`src/rtl/sr_pkg.sv`:
```
package sr_pkg;
    localparam int SR_W      = 8;
    localparam int LOCK_BIT  = 7;
    localparam int SPARE_BIT = 6;
    localparam int PROT_W    = 4;
    localparam int PROT_LSB  = 2;
    localparam int PROT_MSB  = PROT_LSB + PROT_W - 1;
    localparam int WEL_BIT   = 1;
    localparam int BUSY_BIT  = 0;

    typedef struct packed {
        logic              lock;
        logic [PROT_W-1:0] prot;
        logic              busy;
        logic              ok;
        logic              rej;
    } sr_state_t;
endpackage

```
`src/rtl/sr_wr_gate.sv`:
```
module sr_wr_gate (
    input  logic req_i,
    input  logic wel_i,
    input  logic lock_i,
    input  logic wp_n_i,
    output logic accept_o,
    output logic refuse_o
);
    logic pin_allows;

    always_comb begin
        // Lock only matters while the pin is low; a high pin disables it.
        pin_allows = wp_n_i | ~lock_i;
        accept_o   = req_i & wel_i & pin_allows;
        refuse_o   = req_i & ~(wel_i & pin_allows);
    end
endmodule

```
`src/rtl/sr_wel_latch.sv`:
```
module sr_wel_latch (
    input  logic clk,
    input  logic rst_n,
    input  logic set_i,
    input  logic clr_i,
    output logic q_o
);
    logic wel_d, wel_q;

    always_comb begin
        wel_d = wel_q;
        if (set_i) wel_d = 1'b1;
        if (clr_i) wel_d = 1'b0;   // attempt outranks a same-cycle set
    end

    always_ff @(posedge clk or negedge rst_n) begin
        if (!rst_n) wel_q <= 1'b0;
        else        wel_q <= wel_d;
    end

    assign q_o = wel_q;

    a_r7_clear_wins: assert property (@(posedge clk) disable iff (!rst_n)
        clr_i |=> !q_o);
    a_r7_set_lands: assert property (@(posedge clk) disable iff (!rst_n)
        (set_i && !clr_i) |=> q_o);
endmodule

```
`src/rtl/sr_lockdown_status.sv`:
```
module sr_lockdown_status
    import sr_pkg::*;
#(
    parameter logic [PROT_W-1:0] RESET_PROT = '1,
    parameter logic              RESET_LOCK = 1'b0
) (
    input  logic              clk,
    input  logic              rst_n,
    input  logic              wr_req_i,
    input  logic [SR_W-1:0]   wr_data_i,
    input  logic              wp_n_i,
    input  logic              wel_set_i,
    input  logic              busy_i,
    output logic [SR_W-1:0]   status_o,
    output logic [PROT_W-1:0] prot_o,
    output logic              wr_ok_o,
    output logic              wr_rej_o
);
    sr_state_t st_d, st_q;
    logic      wel_q;
    logic      accept, refuse;

    sr_wel_latch u_wel (
        .clk   (clk),
        .rst_n (rst_n),
        .set_i (wel_set_i),
        .clr_i (wr_req_i),
        .q_o   (wel_q)
    );

    sr_wr_gate u_gate (
        .req_i    (wr_req_i),
        .wel_i    (wel_q),
        .lock_i   (st_q.lock),
        .wp_n_i   (wp_n_i),
        .accept_o (accept),
        .refuse_o (refuse)
    );

    always_comb begin
        st_d      = st_q;
        st_d.busy = busy_i;
        st_d.ok   = accept;
        st_d.rej  = refuse;
        if (accept) begin
            st_d.lock = wr_data_i[LOCK_BIT];
            st_d.prot = wr_data_i[PROT_MSB:PROT_LSB];
        end
    end

    always_ff @(posedge clk or negedge rst_n) begin
        if (!rst_n) begin
            st_q.lock <= RESET_LOCK;
            st_q.prot <= RESET_PROT;
            st_q.busy <= 1'b0;
            st_q.ok   <= 1'b0;
            st_q.rej  <= 1'b0;
        end else begin
            st_q <= st_d;
        end
    end

    always_comb begin
        status_o                    = '0;
        status_o[LOCK_BIT]          = st_q.lock;
        status_o[PROT_MSB:PROT_LSB] = st_q.prot;
        status_o[WEL_BIT]           = wel_q;
        status_o[BUSY_BIT]          = st_q.busy;
    end

    assign prot_o   = st_q.prot;
    assign wr_ok_o  = st_q.ok;
    assign wr_rej_o = st_q.rej;

    a_r9_one_verdict: assert property (@(posedge clk) disable iff (!rst_n)
        wr_req_i |=> (wr_ok_o ^ wr_rej_o));
    a_r9_no_stray_pulse: assert property (@(posedge clk) disable iff (!rst_n)
        (wr_ok_o || wr_rej_o) |-> $past(wr_req_i));
    a_r3_locked_keeps: assert property (@(posedge clk) disable iff (!rst_n)
        (wr_req_i && !wp_n_i && status_o[LOCK_BIT]) |=>
            (wr_rej_o && $stable(status_o[SR_W-1:PROT_LSB])));
    a_r6_no_latch_keeps: assert property (@(posedge clk) disable iff (!rst_n)
        (wr_req_i && !status_o[WEL_BIT]) |=>
            (wr_rej_o && $stable(status_o[SR_W-1:PROT_LSB])));
    a_r4_taken: assert property (@(posedge clk) disable iff (!rst_n)
        wr_ok_o |-> (prot_o == $past(wr_data_i[PROT_MSB:PROT_LSB])
                     && status_o[LOCK_BIT] == $past(wr_data_i[LOCK_BIT])));
    a_r5_pin_high_open: assert property (@(posedge clk) disable iff (!rst_n)
        (wr_req_i && wp_n_i && status_o[WEL_BIT]) |=> wr_ok_o);
    a_r8_spare_zero: assert property (@(posedge clk) disable iff (!rst_n)
        (wr_req_i && wr_data_i[SPARE_BIT]) |=> !status_o[SPARE_BIT]);
    a_r8_busy_follows: assert property (@(posedge clk) disable iff (!rst_n)
        (wr_req_i && wr_data_i[BUSY_BIT]) |=> status_o[BUSY_BIT] == $past(busy_i));
    a_r7_attempt_clears: assert property (@(posedge clk) disable iff (!rst_n)
        (wr_req_i && wr_data_i[WEL_BIT]) |=> !status_o[WEL_BIT]);
    a_r2_prot_mirror: assert property (@(posedge clk) disable iff (!rst_n)
        prot_o == status_o[PROT_MSB:PROT_LSB]);
endmodule

```
`config.mk`:
```
export PLATFORM = sky130hd
export DESIGN_NAME = sr_lockdown_status
export DESIGN_NICKNAME = d
export VERILOG_FILES = /design/src/rtl/sr_pkg.sv /design/src/rtl/sr_wr_gate.sv /design/src/rtl/sr_wel_latch.sv /design/src/rtl/sr_lockdown_status.sv
export SDC_FILE = /design/constraint.sdc
export NUM_CORES = 1
export LEC_CHECK = 0
export BUFFER_PORTS_ARGS = -buffer_cell sky130_fd_sc_hd__buf_2
export CELL_PAD_IN_SITES_DETAIL_PLACEMENT = 1
export CELL_PAD_IN_SITES_GLOBAL_PLACEMENT = 1
export CORE_MARGIN = 8
export CORE_UTILIZATION = 27
export CTS_CLUSTER_DIAMETER = 60
export DETAILED_ROUTE_END_ITERATION = 16
export PLACE_DENSITY = 0.69
export SYNTH_ARGS = -nofsm -noshare
export SYNTH_HDL_FRONTEND = slang
export SYNTH_SLANG_ARGS = --single-unit
```
`constraint.sdc`:
```
create_clock -name clk -period 1.2 [get_ports clk]
set_input_delay 0.24 -clock clk [delete_from_list [all_inputs] [get_ports clk]]
set_output_delay 0.24 -clock clk [all_outputs]
set_load 0.01 [all_outputs]
```
# Word-level counts from Yosys, hierarchy flattened
# Cells that the tools add are included.
dict set report classes {
  multipliers 0
  div_mod_pow 0
  n_shift 0
  mux 2
  eq_ne 0
  reduce_logical 1
  bitwise 7
  n_addsub 0
  n_lt_le_gt_ge 0
}
# op n
set op_table {}
lappend op_table {{1-bit AND} 4}
lappend op_table {{1-bit two-way mux} 2}
lappend op_table {{1-bit inverter} 2}
lappend op_table {{2-bit nonzero test} 1}
lappend op_table {{1-bit OR} 1}
dict set report totals {
  mem_count 0
  output_inout_bits 14
  ramBits 0
  in_bits 14
  rom_bits 0
  elab_cells 16
  register_bits 9
  latch_bits 0
}

# Longest topological paths before layout
# Gate-level depths: netlist of run 1.
dict set report depth {
  depth_word 5
  ltp_mapped 4
}

# By module
# From an unflattened synthesis of run 1, not the netlist that was laid out.
dict set report hier_totals {
  hier_cells 25
  hier_area_um2 365.4
}
# module n_inst cells_each area_each_um2
set by_module_without_submodules {}
lappend by_module_without_submodules {sr_lockdown_status 1 20 310.3}
lappend by_module_without_submodules {sr_wel_latch 1 2 35.0}
lappend by_module_without_submodules {sr_wr_gate 1 3 20.0}

# Worst setup path before layout of run 1
# OpenSTA, ideal clock, no wires.
dict set report synth_timing {
  kind {reg2reg}
  start {register st_q (netlist bit status_o[7])}
  end {register st_q (netlist bit prot_o[0])}
  arrival_time_ns 1.004
  n_path_buf 1
  setup_ns 0.082
  t_required_ns 1.118
  period_less_slack_ns 1.087
  slack_ns 0.113
  path_stages_with_launch 5
  path_cell_list {dfrtp_1 nand2b_1 and3_1 buf_6 mux2_4}
}
dict set report synth_via {
  elab_chain_cells 3
}
# item line_no
set synth_rtl {}
lappend synth_rtl {{from (decl)} sr_lockdown_status.sv:19} ;# sr_state_t st_d, st_q;
lappend synth_rtl {{from (signal assigned)} sr_lockdown_status.sv:59} ;# st_q <= st_d;
lappend synth_rtl {{1-bit inverter} sr_wr_gate.sv:13} ;# pin_allows = wp_n_i | ~lock_i;
lappend synth_rtl {{1-bit OR} sr_wr_gate.sv:13}
lappend synth_rtl {{1-bit AND} sr_wr_gate.sv:14} ;# accept_o = req_i & wel_i & pin_allows;
lappend synth_rtl {{net accept} sr_lockdown_status.sv:21} ;# logic accept, refuse;
# The timed path passes the listed nets, and every way through them passes these cells.
# A chain may end at the register's enable or synchronous reset.

# Worst setup path in the final report of run 1
dict set report layout_timing {
  start {register st_q (netlist bit prot_o[1])}
  end {output port status_o[3]}
}
# item line_no
set layout_lines {}
lappend layout_lines {{to (decl)} sr_lockdown_status.sv:14} ;# output logic [SR_W-1:0] status_o,
# No word-level cell between the ends.

==> flow_metrics.tcl, run 1 <==
set metrics [dict create \
    grt_max_degree 10 \
    dieArea_um2 2971 \
    finalSetupViolCount 0 \
    yosys_warnings 0 \
    p_total_mw 0.8890 \
    syn-cell-area_um2 400.4 \
    syn_to_final_growth_pct 30.94 \
    cp.required_ns 0.96 \
    first_iter_violations 1 \
    drcViolationCount 0 \
    period_needed_ns 1.164 \
    worstHoldPathType "in -> reg" \
    initial_core_util_pct 27.54 \
    crit_path_max_fanout 3 \
    clock.fmax_ghz 0.8589 \
    syn_nets 43 \
    cp-start-kind "register" \
    grt_pass1_wl_mm 1.380 \
    syn_area_per_cell_um2 13.81 \
    clk_pin_slew_ns 0.06 \
    ctsLongestPathBuffers 2 \
    criticalPathCategory "reg -> out" \
    power_density_nw_per_um2 1696 \
    final_common_cell "buf_2" \
    grt_overflow_total 0 \
    wirelength_um 948 \
    insertedDiodeCount 0 \
    root_buffer "clkbuf_4" \
    placed_cells 62 \
    numCtsBuffers 3 \
    final_cells 67 \
    final_util_pct 36.06 \
    p_leak_nw 0.2750 \
    wire_per_inst_um 14.15 \
    antenna_found_initial 0 \
    seqPwrFrac_pct 46.1 \
    p_sw_mw 0.2461 \
    switching_share_pct 27.68 \
    internal-power_mw 0.6429 \
    globalRouteTotalUtil_pct 6.685 \
    cp_num_buf_inv 1 \
    cap_violations 0 \
    hold_violations 0 \
    slowest_delay_ns 0.54 \
    core-area_um2 1454 \
    io_pins 28 \
    postRouteAntennaNets 0 \
    min_period_over_period_pct 97.03 \
    synthCells 29 \
    post_synth_num_cell_types 12 \
    arrival_ns 0.92 \
    cts_tree "built" \
    rows 14 \
    cts_sinks 9 \
    dr_total_vias 282 \
    portBuffers 23 \
    end_kind "output port" \
    htreeDepth 1 \
    outcome "finished, final reports clean" \
    finClkSkew_ns 0.003712 \
    first_pass_iters 3 \
    final_cell_mix "buf_2 (23), dfrtp_1 (5), mux2_4 (4), dfstp_2 (4), clkbuf_4 (3)" \
    synth_seq_cells 9 \
    ys_seq_area_share_pct 57.50 \
    path_delay_family "flip-flops" \
    layout-drive-gt1-share_pct 72.55 \
    critical_path.cell_chain "buf_2" \
    grt_pass1_vias 295 \
    fp.dieW_um 54.51 \
    vias_per_cell 4.209 \
    slew_violations 0 \
    clk_latency_ns 0.25 \
    n_fill_cell 184 \
    slowest_stage "dfstp_2" \
    clockPowerShare_pct 25.3 \
    p_comb_share_pct 28.6 \
    gp_congestion 0.6871 \
    fin_nets 66 \
    vdd_drop_max_v 0.0006205 \
    dieHeight_um 54.51 \
    grt_setup_unrepaired "true" \
]
## final cells by class
class | count | area, µm² | share of cell area (%)
clock buffers | 4 | 26.28 | 5.012
repair buffers | 26 | 140.1 | 26.73
multi-input cells | 12 | 107.6 | 20.53
well taps | 16 | 20.02 | 3.819
flip-flops and latches | 9 | 230.2 | 43.91
## kinds of logic after synthesis
kind of cell,synth area share (%)
DFF,57.50
buffers and inverters,15.94
and+or+nand+nor,6.251
muxes,15.00
AOI/OAI and AO/OA,4.376
other,0.9366
## power groups by stage
| stage | clock network [mW] | registers (mW) | logic (mW) |
|---|---|---|---|
| floorplan | 0 | 0.437 | 0.163 |
| global placement | 0 | 0.411 | 0.252 |
| detailed placement | 0 | 0.415 | 0.255 |
| CTS | 0.243 | 0.410 | 0.259 |
| global route | 0.252 | 0.419 | 0.276 |
| finish | 0.225 | 0.409 | 0.254 |
## sequential cells by signal, summed over array words and instances (netlist names)
signal     count
prot_o         4
wr_rej_o       1
status_o       2
u_wel.q_o      1
wr_ok_o        1
## what timing repair did
item	CTS	global route
setup buffers	0	0
endpoints found under the setup margin	0	5
resized for setup	0	1
hold buffers	1	0
hold endpoints to repair	5	0
## through the flow
stage               cell area (µm²)  worst slack, ns  hold WS [ns]   TNS [ns]
floorplan                     400.4           0.1134      -0.05559          0
global placement              486.7         0.008009        0.1018          0
detailed placement            486.7         0.006445       0.09971          0
CTS                           523.0         0.001729       0.08215          0
global route                  524.3        -0.004241       0.08321  -0.004241
finish                        524.3          0.03567       0.09704          0
## final timing paths
check | endpoint | from | slack, ns | cells after the start
min in group asynchronous | status_o[7] | rst_n | 0.37 | 2
setup / recovery | status_o[3] | prot_o[1] | 0.04 | 1
setup reg to reg | prot_o[1] | status_o[7] | 0.08 | 3
hold reg to reg | wr_rej_o | status_o[7] | 0.58 | 2
max in group asynchronous | prot_o[0] | rst_n | 0.59 | 2
hold / removal | status_o[0] | busy_i | 0.1 | 1
## cell usage after synthesis
library cell  count  share of area, %
conb_1            1              0.94
buf_4             7                13
a21boi_0          1               1.9
mux2_4            4                15
nand2b_1          1               1.6
dfstp_2           4                26
dfrtp_1           5                31
nor2_1            2               1.9
a32o_1            1               2.5
and3_1            1               1.6
nand3_1           1               1.2
buf_6             1               2.8
## routing by layer
layer | vias to the layer above | GRT usage (%) | wire length [µm]
li1 | 132 | - | -
met4 | 0 | 6.148 | 9
met5 | - | 0 | 0
met1 | 125 | 8.189 | 389
met2 | 23 | 7.443 | 320
met3 | 2 | 4.348 | 229
Power figures use the tool's default switching activity.
==> inputs of run 2 (changes only) <==
CORE_MARGIN = default   (was 8)
MAX_ROUTING_LAYER = met4   (was default)
==> run 2 against run 1 <==
  * Non-clock buffer count is the same
  * First-iteration DRC count shrank 100%
  * Cell count is 1.5% lower
  * Critical path type unchanged
  * Die area down 45%
  * Sequential share of layout area shrank 1.5 points
  * Power increased by 2.4%
  * Clock power rose by 2%
  * Hold slack lost 0.0018 ns
  * Setup slack better by 0.0072 ns
  * Global-route usage grew 6.5 points
==> flow_metrics.tcl, run 2 (synthesis results as in run 1) <==
set metrics [dict create \
    grt_overflow_total 0 \
    gp_congestion 0.5661 \
    min_period_over_period_pct 96.43 \
    arrival_ns 0.92 \
    postRouteAntennaNets 0 \
    grt_pass1_wl_mm 1.262 \
    holdCritStartpoint "busy_i" \
    vdd_drop_max_v 0.0005775 \
    cts_sinks 9 \
    wire_per_inst_um 12.35 \
    clk_pin_slew_ns 0.06 \
    r2r-start "status_o[7]" \
    numCtsBuffers 3 \
    ctsLongestPathBuffers 2 \
    core-area_um2 1334 \
    io_pins 28 \
    clk_latency_ns 0.26 \
    dieArea_um2 1641 \
    n_fill_cell 153 \
    startpoint "u_wel.q_o" \
    finClkSkew_ns 0.004395 \
    power_density_nw_per_um2 1676 \
    p_total_mw 0.9102 \
    portBuffers 23 \
    grt_max_degree 10 \
    fin_area_um2 543.0 \
    cap_violations 0 \
    initial_core_util_pct 30.02 \
    grt_setup_unrepaired "true" \
    htreeDepth 1 \
    insertedDiodeCount 0 \
    final_cell_mix "buf_2 (21), dfrtp_1 (5), mux2_4 (4), dfstp_2 (4)" \
    globalRouteTotalUtil_pct 13.18 \
    period_needed_ns 1.157 \
    rows 13 \
    clock.fmax_ghz 0.8642 \
    largest_reg_flops 4 \
    first_iter_violations 0 \
    layout-drive-gt1-share_pct 72.55 \
    worstHoldPathType "in -> reg" \
    final_cells 66 \
    whs_ns 0.09520 \
    root_buffer "clkbuf_4" \
    syn_to_final_growth_pct 35.63 \
    final_util_pct 40.71 \
    end_kind "output port" \
    first_pass_iters 1 \
    placed_cells 61 \
    vias_per_cell 4.288 \
    multiInputGateArea_um2 111.4 \
    antenna_found_initial 0 \
    final_common_cell "buf_2" \
    dieHeight_um 40.51 \
    finalSetupViolCount 0 \
    criticalPathCategory "reg -> out" \
    grt_pass1_vias 295 \
    cts_tree "built" \
    dr_total_vias 283 \
    crit_path_max_fanout 5 \
    hold_violations 0 \
    wirelength_um 815 \
    fp.dieW_um 40.51 \
    fin_nets 66 \
    cp.required_ns 0.96 \
    outcome "finished, final reports clean" \
    cp-start-kind "register" \
    seq_area_um2 230.2 \
    placed_cell_area_um2 485.5 \
    slew_violations 0 \
    drcViolationCount 0 \
    p_leak_nw 0.2792 \
]
## run 2: cell counts in the layout (fill, tap and decap cells not counted)
Identical to the previous run, type by type.
## run 2: worst paths after layout
path | to | slack [ns] | depth (start not counted)
max in group asynchronous | prot_o[1] | 0.58 | 2
min reg2reg | status_o[7] | 0.59 | 2
min | status_o[0] | 0.1 | 1
max | status_o[1] | 0.04 | 2
max reg2reg | prot_o[1] | 0.10 | 3
min in group asynchronous | wr_rej_o | 0.37 | 2
## run 2: power by group
part | switching [mW] | internal [mW] | leakage (nW)
Clock | 0.102 | 0.128 | 0.0150
Combinational | 0.112 | 0.158 | 0.161
Sequential | 0.0313 | 0.378 | 0.104
Total | 0.246 | 0.665 | 0.279
## run 2: layer usage
layer  track usage (%)  share of wire [%]
met5                 -                  0
met4             10.00                  0
met3             5.556                 14
met2             21.03                 48
met1             12.41                 38
## run 2: timing repair
item                                    4_1_cts  5_1_grt
endpoints found under the setup margin        4        8
gates resized for setup                       1        4
setup buffers                                 0        0
hold buffers                                  1        0
hold endpoints to repair                      5        0
## run 2: stage by stage
step | TNS, ns | setup slack [ns]
2_1_floorplan | 0 | 0.1134
3_3_place_gp | 0 | 0.01549
3_5_place_dp | -0.07741 | -0.02079
4_1_cts | 0 | 0.01914
5_1_grt | -0.01349 | -0.007322
6_report | 0 | 0.04283
## run 2: critical path, cell delays in order, from the launching register on
cell and delay [ns]:
dfrtp_1 0.40, buf_6 0.13, buf_2 0.13
## run 2: final cells by class
type | count | area share (%)
clock buffer | 4 | 4.839
multi-input combinational | 12 | 20.51
sequential | 9 | 42.40
tap | 15 | 3.456
timing repair buffer | 26 | 28.80
==> inputs of run 3 (changes only) <==
CORE_UTILIZATION = 26   (was 27)
SYNTH_HIERARCHICAL = 1   (was default)
==> run 3 against run 2 <==
  * Synthesized area fell by 8.8%
  * Combinational power fell by 8.9%
  * Utilization decreased by 1.7 points
  * Die area is 5.0% lower
  * Count of clock-buffer cells in the layout is 1 lower
  * Register-to-register slack worse by 0.04 ns
  * Wire length shrank 9.6%
  * Fmax shrank 0.39%
  * Clock skew decreased by 0.00054 ns
  * Critical path type unchanged
  * Largest power group unchanged
==> flow_metrics.tcl, run 3 <==
set metrics [dict create \
    dr_total_vias 273 \
    crit_path_max_fanout 3 \
    synth_edf_count 0 \
    wire_per_inst_um 11.70 \
    grt_pass1_wl_um 986 \
    layout-drive-gt1-share_pct 79.17 \
    portBuffers 23 \
    vias_per_cell 4.333 \
    synth_seq_cells 9 \
    grt_overflow_total 0 \
    cap_violations 0 \
    cts_sinks 9 \
    finClkSkew_ns 0.003856 \
    syn-cell-area_um2 365.4 \
    ctsLongestPathBuffers 2 \
    largest_reg_flops 4 \
    hold_violations 0 \
    clockPowerShare_pct 25.9 \
    period_needed_ns 1.162 \
    slowest_stage "dfstp_2" \
    switching_share_pct 28.58 \
    synth-compound-area-share_pct 4.795 \
    syn_nets 39 \
    clk_latency_ns 0.26 \
    placed_cell_area_um2 455.4 \
    syn_to_final_growth_pct 39.04 \
    grt_pass1_vias 246 \
    synthCells 25 \
    synth.largest_area_cell "dfrtp_1" \
    cp_num_buf_inv 1 \
    rows 13 \
    root_buffer "clkbuf_4" \
    io_pins 28 \
    clock.fmax_ghz 0.8608 \
    min_period_over_period_pct 96.81 \
    synth_top_family_by_area "multiplexers" \
    postRouteAntennaNets 0 \
    p_comb_share_pct 27.5 \
    synthAdderAreaFrac_pct 0 \
    post_synth_num_cell_types 9 \
    slew_violations 0 \
    cts_tree "built" \
    wirelength_um 737 \
    syn_area_per_cell_um2 14.61 \
    grt_max_degree 10 \
    finalSetupViolCount 0 \
    htreeDepth 1 \
    yosysMostFrequentCell "buf_4" \
    end_kind "output port" \
    arrival_ns 0.92 \
    ys_seq_area_share_pct 63.01 \
    fp.dieW_um 39.49 \
    fin_nets 63 \
    gp_congestion 0.5920 \
    antenna_found_initial 0 \
    critical_path.cell_chain "buf_2" \
    core-area_um2 1301 \
    clk_pin_slew_ns 0.06 \
    synth.top_cell.area_share_pct 34.25 \
    insertedDiodeCount 0 \
    criticalPathCategory "reg -> out" \
    first_iter_violations 0 \
    final_util_pct 39.04 \
    dieHeight_um 39.49 \
    vdd_drop_max_v 0.0007548 \
    numCtsBuffers 3 \
    yosys-top-cells-count "buf_4 (6), dfrtp_1 (5), mux2_2 (5)" \
    worstHoldPathType "in -> reg" \
    ys_dominant_reg_cell "dfrtp_1" \
    seqPwrFrac_pct 46.6 \
    slowest_delay_ns 0.54 \
    grt_setup_unrepaired "true" \
    first_pass_iters 1 \
    initial_core_util_pct 28.08 \
    path_delay_family "flip-flops" \
    drcViolationCount 0 \
    synth_mux_area_share_pct 15.41 \
    p_leak_nw 0.2665 \
    synth.area.top_cells "dfrtp_1 (34%), dfstp_2 (29%), mux2_2 (15%), buf_4 (12%), o21ba_1 (2.7%)" \
    cp.required_ns 0.96 \
    fin_area_um2 508.0 \
    cp-start-kind "register" \
    synth-simple-area-share_pct 3.425 \
    synthXorXnorAreaFrac_pct 0 \
    dieArea_um2 1559 \
    final_cell_mix "buf_2 (23), dfrtp_1 (5), mux2_2 (4), dfstp_2 (4), clkbuf_4 (3)" \
    ys_async_sr_fraction_pct 100.0 \
    final_common_cell "buf_2" \
    outcome "finished, final reports clean" \
    globalRouteTotalUtil_pct 10.62 \
    internal-power_mw 0.6389 \
    power_density_nw_per_um2 1761 \
    yosys_warnings 6 \
    p_sw_mw 0.2556 \
]
-- run 3: cell count changes in the layout (fill, tap and decap cells not counted) --
cell,before,now
clkbuf_1,1,0
buf_6,3,0
a21boi_1,0,1
a21boi_0,1,0
buf_2,21,23
clkinv_2,0,1
mux2_4,4,1
nand3_1,1,0
o21ba_1,0,1
mux2_2,0,4
nor2_1,2,0
a32o_1,1,0
-- run 3: path summary, 6_finish.rpt --
path / start / endpoint / slack, ns / depth (start not counted)
worst max-delay path: prot_o[2] / status_o[4] / 0.04 / 1
worst min-delay path: busy_i / status_o[0] / 0.08 / 1
worst max register to register: status_o[7] / prot_o[2] / 0.06 / 3
worst min register to register: u_wel/q_o / wr_rej_o / 0.51 / 1
max in group asynchronous: rst_n / prot_o[0] / 0.61 / 2
min in group asynchronous: rst_n / status_o[0] / 0.35 / 2
-- run 3: per-layer routing --
layer	routed length (µm)	track usage (%)	share of wire (%)
met2	351	17.21	48
met3	98	3.977	13
met4	0	7.759	0
met1	287	10.25	39
met5	0	-	0
-- run 3: power groups by stage --
stage	registers, mW	logic, mW	clock network [mW]
floorplan	0.449	0.135	0
global placement	0.419	0.221	0
detailed placement	0.424	0.227	0
CTS	0.420	0.231	0.245
global route	0.426	0.270	0.260
finish	0.417	0.246	0.232
-- run 3: cell type report --
cell class | instances | area [µm²]
timing repair buffer | 25 | 132.6
clock inverter | 1 | 5.005
sequential | 9 | 230.2
multi-input combinational | 10 | 98.84
clock buffer | 3 | 22.52
tap | 15 | 18.77
fill | 169 | 793.3
-- run 3: cell families after synthesis --
logic type,after synthesis
compound gates,2
other cells,1
mux,5
buf+inv,6
simple gates,2
flops,9
-- run 3: per-stage QoR --
| stage | hold slack, ns | power [mW] | setup slack, ns | cells | setup TNS (ns) |
|---|---|---|---|---|---|
| floorplan | -0.05559 | 0.5840 | 0.01550 | 25 | 0 |
| global placement | 0.09881 | 0.6403 | -0.001255 | 57 | -0.001255 |
| detailed placement | 0.1014 | 0.6508 | 0.003859 | 57 | 0 |
| CTS | 0.07043 | 0.8957 | 0.01407 | 62 | 0 |
| global route | 0.07077 | 0.9563 | -0.006188 | 63 | -0.01326 |
| finish | 0.08184 | 0.8945 | 0.03829 | 63 | 0 |
-- run 3: repair_timing --
item | in CTS | in global routing
endpoints found under the setup margin | 1 | 6
buffers inserted | 0 | 1
pin swaps | 0 | 1
endpoints found under the hold margin | 5 | 0
resized for setup | 1 | 1
gates cloned | 0 | 0
hold buffers | 1 | 0
-- run 3: worst register-to-register path: cells and delay by family, from the launching register on --
kind,cells,cell delay (ns)
flops,1,0.39
mux,1,0.35
simple gates,2,0.33
